[src/rtl/idcode_crc_pkg.sv]
package idcode_crc_pkg;

    localparam int          CRC_W      = 8;
    localparam logic [7:0]  CRC_POLY_R = 8'h8C;  // x^8+x^5+x^4+1, reflected
    localparam int          CODE_BITS  = 64;
    localparam int          FAM_BITS   = 8;
    localparam int          SER_BITS   = 48;

    // per-bit control produced by the sequencer
    typedef struct packed {
        logic take;   // bit accepted this cycle
        logic last;   // accepted bit is the final one of the code
        logic clear;  // rearm request
    } seq_ctl_t;

    function automatic logic feedback_bit(input logic lsb, input logic din);
        return lsb ^ din;
    endfunction

endpackage

[src/rtl/idcode_bit_seq.sv]
module idcode_bit_seq
    import idcode_crc_pkg::*;
#(
    parameter int NBITS = CODE_BITS,
    localparam int CW   = $clog2(NBITS)
) (
    input  logic          clk,
    input  logic          rst,
    input  logic          start,
    input  logic          bit_vld,
    output seq_ctl_t      ctl,
    output logic [CW-1:0] count,
    output logic          armed
);

    logic [CW-1:0] cnt_q;
    logic          armed_q;

    always_comb begin
        ctl.clear = start;
        ctl.take  = armed_q && bit_vld && !start;
        ctl.last  = ctl.take && (cnt_q == CW'(NBITS - 1));
    end

    always_ff @(posedge clk) begin
        if (rst || start) begin
            cnt_q   <= '0;
            armed_q <= 1'b1;
        end else if (ctl.take) begin
            cnt_q <= cnt_q + 1'b1;
            if (ctl.last) armed_q <= 1'b0;
        end
    end

    assign count = cnt_q;
    assign armed = armed_q;


    idle_count_zero_chk: assert property (@(posedge clk) disable iff (rst)
        !armed_q |-> cnt_q == '0);


    count_hold_chk: assert property (@(posedge clk) disable iff (rst)
        (!bit_vld && !start) |=> $stable(cnt_q));

endmodule

[src/rtl/idcode_crc_lfsr.sv]
module idcode_crc_lfsr
    import idcode_crc_pkg::*;
#(
    parameter int          W    = CRC_W,
    parameter logic [W-1:0] POLY = CRC_POLY_R
) (
    input  logic         clk,
    input  logic         rst,
    input  logic         clear,
    input  logic         take,
    input  logic         din,
    output logic [W-1:0] crc,
    output logic [W-1:0] crc_next
);

    logic [W-1:0] crc_q;
    logic [W-1:0] stepped;
    logic         fb;

    assign fb = feedback_bit(crc_q[0], din);

    for (genvar i = 0; i < W; i++) begin : g_stage
        if (i == W - 1) begin : g_msb
            assign stepped[i] = POLY[i] & fb;
        end else begin : g_low
            assign stepped[i] = crc_q[i+1] ^ (POLY[i] & fb);
        end
    end

    assign crc_next = take ? stepped : crc_q;

    always_ff @(posedge clk) begin
        if (rst || clear) crc_q <= '0;
        else              crc_q <= crc_next;
    end

    assign crc = crc_q;


    clear_zero_chk: assert property (@(posedge clk) disable iff (rst)
        clear |=> crc_q == '0);


    crc_hold_chk: assert property (@(posedge clk) disable iff (rst)
        (!take && !clear) |=> $stable(crc_q));

endmodule

[src/rtl/idcode_field_cap.sv]
module idcode_field_cap
    import idcode_crc_pkg::*;
#(
    parameter int NBITS = CODE_BITS,
    parameter int FAM_W = FAM_BITS,
    parameter int SER_W = SER_BITS,
    localparam int CAP_W = FAM_W + SER_W,
    localparam int CW    = $clog2(NBITS)
) (
    input  logic             clk,
    input  logic             rst,
    input  logic             clear,
    input  logic             take,
    input  logic [CW-1:0]    count,
    input  logic             din,
    output logic [FAM_W-1:0] family,
    output logic [SER_W-1:0] serial
);

    logic [CAP_W-1:0] cap_q;
    logic             in_payload;

    assign in_payload = count < CW'(CAP_W);

    always_ff @(posedge clk) begin
        if (rst || clear)              cap_q <= '0;
        else if (take && in_payload)   cap_q <= {din, cap_q[CAP_W-1:1]};
    end

    assign family = cap_q[FAM_W-1:0];
    assign serial = cap_q[CAP_W-1:FAM_W];


    cap_freeze_chk: assert property (@(posedge clk) disable iff (rst)
        (!in_payload && !clear) |=> $stable(cap_q));

endmodule

[src/rtl/idcode_crc_check.sv]
module idcode_crc_check
    import idcode_crc_pkg::*;
#(
    parameter int NBITS = CODE_BITS,
    parameter int FAM_W = FAM_BITS,
    parameter int SER_W = SER_BITS,
    parameter int W     = CRC_W,
    parameter logic [W-1:0] POLY = CRC_POLY_R,
    localparam int CW   = $clog2(NBITS)
) (
    input  logic             clk,
    input  logic             rst,
    input  logic             start,
    input  logic             bit_vld,
    input  logic             bit_in,
    output logic             done,
    output logic             code_ok,
    output logic [W-1:0]     crc_run,
    output logic [FAM_W-1:0] family,
    output logic [SER_W-1:0] serial
);

    seq_ctl_t      ctl;
    logic [CW-1:0] count;
    logic          armed;
    logic [W-1:0]  crc_next;
    logic          done_q;
    logic          ok_q;

    idcode_bit_seq #(.NBITS(NBITS)) u_seq (
        .clk     (clk),
        .rst     (rst),
        .start   (start),
        .bit_vld (bit_vld),
        .ctl     (ctl),
        .count   (count),
        .armed   (armed)
    );

    idcode_crc_lfsr #(.W(W), .POLY(POLY)) u_lfsr (
        .clk      (clk),
        .rst      (rst),
        .clear    (ctl.clear),
        .take     (ctl.take),
        .din      (bit_in),
        .crc      (crc_run),
        .crc_next (crc_next)
    );

    idcode_field_cap #(.NBITS(NBITS), .FAM_W(FAM_W), .SER_W(SER_W)) u_cap (
        .clk    (clk),
        .rst    (rst),
        .clear  (ctl.clear),
        .take   (ctl.take),
        .count  (count),
        .din    (bit_in),
        .family (family),
        .serial (serial)
    );

    always_ff @(posedge clk) begin
        if (rst || start) begin
            done_q <= 1'b0;
            ok_q   <= 1'b0;
        end else begin
            done_q <= ctl.last;
            if (ctl.last) ok_q <= (crc_next == '0);
        end
    end

    assign done    = done_q;
    assign code_ok = ok_q;


    done_single_chk: assert property (@(posedge clk) disable iff (rst)
        done_q |=> !done_q);


    ok_residue_chk: assert property (@(posedge clk) disable iff (rst)
        done_q |-> (ok_q == (crc_run == '0)));


    ok_change_chk: assert property (@(posedge clk) disable iff (rst)
        !$stable(ok_q) |-> (done_q || $past(start)));


    after_done_chk: assert property (@(posedge clk) disable iff (rst)
        (!armed && !start) |=> ($stable(crc_run) && !done_q));

endmodule

[config.mk]
export PLATFORM = sky130hd
export DESIGN_NAME = idcode_crc_check
export DESIGN_NICKNAME = d
export VERILOG_FILES = /design/src/rtl/idcode_crc_pkg.sv /design/src/rtl/idcode_bit_seq.sv /design/src/rtl/idcode_crc_lfsr.sv /design/src/rtl/idcode_field_cap.sv /design/src/rtl/idcode_crc_check.sv
export SDC_FILE = /design/constraint.sdc
export NUM_CORES = 1
export LEC_CHECK = 0
export BUFFER_PORTS_ARGS = -buffer_cell sky130_fd_sc_hd__buf_2
export CAP_MARGIN = 20
export CORE_MARGIN = 2
export CORE_UTILIZATION = 42
export DETAILED_ROUTE_END_ITERATION = 10
export GPL_TIMING_DRIVEN = 1
export PLACE_DENSITY = 0.71
export SKIP_CTS_REPAIR_TIMING = 1
export SLEW_MARGIN = 5
export SYNTH_ARGS = -nofsm -noshare
export SYNTH_HDL_FRONTEND = slang
export SYNTH_SLANG_ARGS = --single-unit
[constraint.sdc]
create_clock -name clk -period 2.75 [get_ports clk]
set_input_delay 0.275 -clock clk [delete_from_list [all_inputs] [get_ports clk]]
set_output_delay 0.275 -clock clk [all_outputs]
set_load 0.005 [all_outputs]
==> flow_summary.ini <==
[clocking]
clk_pin_slew_worst_paths_ns = 0.08
cts_sinks = 73
clk_latency_ns = 0.35
cts_tree = built
cts_buffers = 9
clock-root-buffer = clkbuf_8
h-tree-depth = 3
cts_buffer_depth = 2

[synthesis]
synth_nets = 347
ys_types = 30
netlist_area_um2 = 2850
yosysMostFrequentCell = dfxtp_1
seq_area_frac_synth_pct = 51.2
synth_top_area_share_pct = 51.2
syn_avg_cell_area_um2 = 8.37
ys_top_cells_by_area = dfxtp_1 51%, a21oi_1 12%, nand3_1 11%
synth_area_leader_cell = dfxtp_1
synthArstFlopShare_pct = 0
ys_ff_latch = 73
synthTopCellsByCount = 73 x dfxtp_1, 67 x a21oi_1, 60 x nand3_1
ys_warn_count = 0
syn_inst = 341
synthFlopType = dfxtp_1
synth-edff-count = 0

[place]
placed_area_um2 = 3220
preCtsSetupSlack_ns = 0.939
portBuffers = 70
post-place-cells = 463
hpwl_um = 4140
gp_congestion = 0.742

[run_status]
status = completed

[pwr]
p_leak_nw = 1.30
peakVddDrop_v = 0.000441
p_total_mw = 2.07
p_per_area_nw_per_um2 = 598

[global_routing]
grt_pass1_wl_um = 11100
grt_max_degree = 65
grt_pass1_vias = 2384
grt-ovfl-total = 0
grt_use_total_pct = 18.3
antenna_found_initial = 0

[sta]
setup-violations-final = 0
finalHoldViolCount = 0
period_share_pct = 63.6
worst_slew_pin_slew_ns = 0.711
setup_ws_ns = 1.00
fmax_mhz = 571
finalCriticalPeriod_ns = 1.75
clock_skew_ns = 0.00991
relSlewSlack_pct = 52.6
fin_tns_setup_ns = 0
rsz0062_at_grt = false
slew_viol_final = 0

[cells_and_area]
stdcell_count = 480
layout.nets = 401
drive_gt1_share_pct = 24.3
fin_area_um2 = 3460
diodes = 0
syn2layout_area_growth_pct = 21.3

[route]
wl_um = 6740
drt_pass1_iterations = 5
viasPerCell = 5.54
drtAntennaViolNets = 0
drcViolationCount = 0
detail_route.wl_per_cell_um = 14.1
drtIter0Drc = 318
num_vias = 2661

[setup_path]
cp_cell_sequence = and3b_2 -> buf_12 -> nand3_1 -> a21oi_1
max_stage_delay_ns = 0.70
worstPathRequired_ns = 3.02
startpoint_type = register
setup.worst_path.end_class = register
worstPathArrival_ns = 2.02
crit_family = simple AND/OR/NAND/NOR gates
critPathBufInv = 1
worstPathMaxFanout = 38
cp_slowest_cell = and3b_2
crit_type = register to register

[die]
ios = 71
initial_core_util_pct = 42.7
core_area_um2 = 6680
dieWidth_um = 86.4
dieArea_um2 = 7470
rows = 30
die_h_um = 86.4

[min_path]
hold_path_class = input pin to register

[job]
max_cap_violations = 0
worst reg2reg max path, stage by stage, from the launching register on:
cell and delay, ns:
dfxtp_1 0.45, and3b_2 0.70, buf_12 0.27, nand3_1 0.11, a21oi_1 0.14
metal layers:
| metal | track usage [%] | vias up | routed length, um |
|---|---|---|---|
| met5 | 0 | - | 0 |
| met4 | 3.84 | 0 | 43 |
| met3 | 7.14 | 5 | 511 |
| met2 | 28.0 | 80 | 3050 |
| met1 | 24.7 | 1255 | 3140 |
| li1 | - | 1321 | - |
cell families (layout without fill, tap and decap cells):
group           count (synthesis)  in the layout  share of synthesized area (%)
xor+xnor                        5              5                           2.59
fa+ha+maj                       1              1                          0.438
simple gates                   98             98                           17.4
buf+inv                        35             94                           5.35
flops                          73             73                           51.2
compound gates                129            129                           23.0
cell usage in the layout (no fill, tap or decap), types with 3 or more instances in the layout:
master,instances
nand3_1,59
nor2_1,7
buf_2,70
o21ai_0,58
a21oi_1,67
clkinvlp_4,3
nand2_1,18
dfxtp_1,73
buf_4,6
clkbuf_8,9
per-stage QoR:
step	utilization [%]	hold WS, ns
after floorplan	-	0.423
after global placement	48.2	0.461
after detailed placement	48.2	0.466
after CTS	51.5	0.208
after global routing	51.8	0.234
final	51.8	0.219
registers in the layout, indices dropped and copies added (netlist names):
register,flops
u_cap.cap_q,56
u_lfsr.crc,8
u_seq.count,6
code_ok,1
done,1
u_seq.armed,1
final timing paths:
path	depth (start not counted)	slack, ns	from	endpoint
hold / removal	3	0.22	bit_in	u_cap.cap_q[55]
setup reg to reg	4	1.0	u_seq.armed	u_cap.cap_q[21]
setup / recovery	4	1.0	u_seq.armed	u_cap.cap_q[21]
hold reg to reg	2	0.47	u_cap.cap_q[19]	u_cap.cap_q[18]
where the power goes:
part           total [mW]  switching (mW)  internal, mW
sequential           1.06         0.00256          1.06
combinational      0.0755          0.0537        0.0218
clock               0.932           0.418         0.514
total                2.07           0.474          1.59
final cells by class:
cell class | instances | area, um2
fillers | 654 | 3220
flip-flops and latches | 73 | 1460
multi-input cells | 233 | 1250
repair buffers | 78 | 435
clock buffers | 10 | 128
well taps | 80 | 100
clock inverters | 6 | 91.3
(Power assumes the default switching activity.)
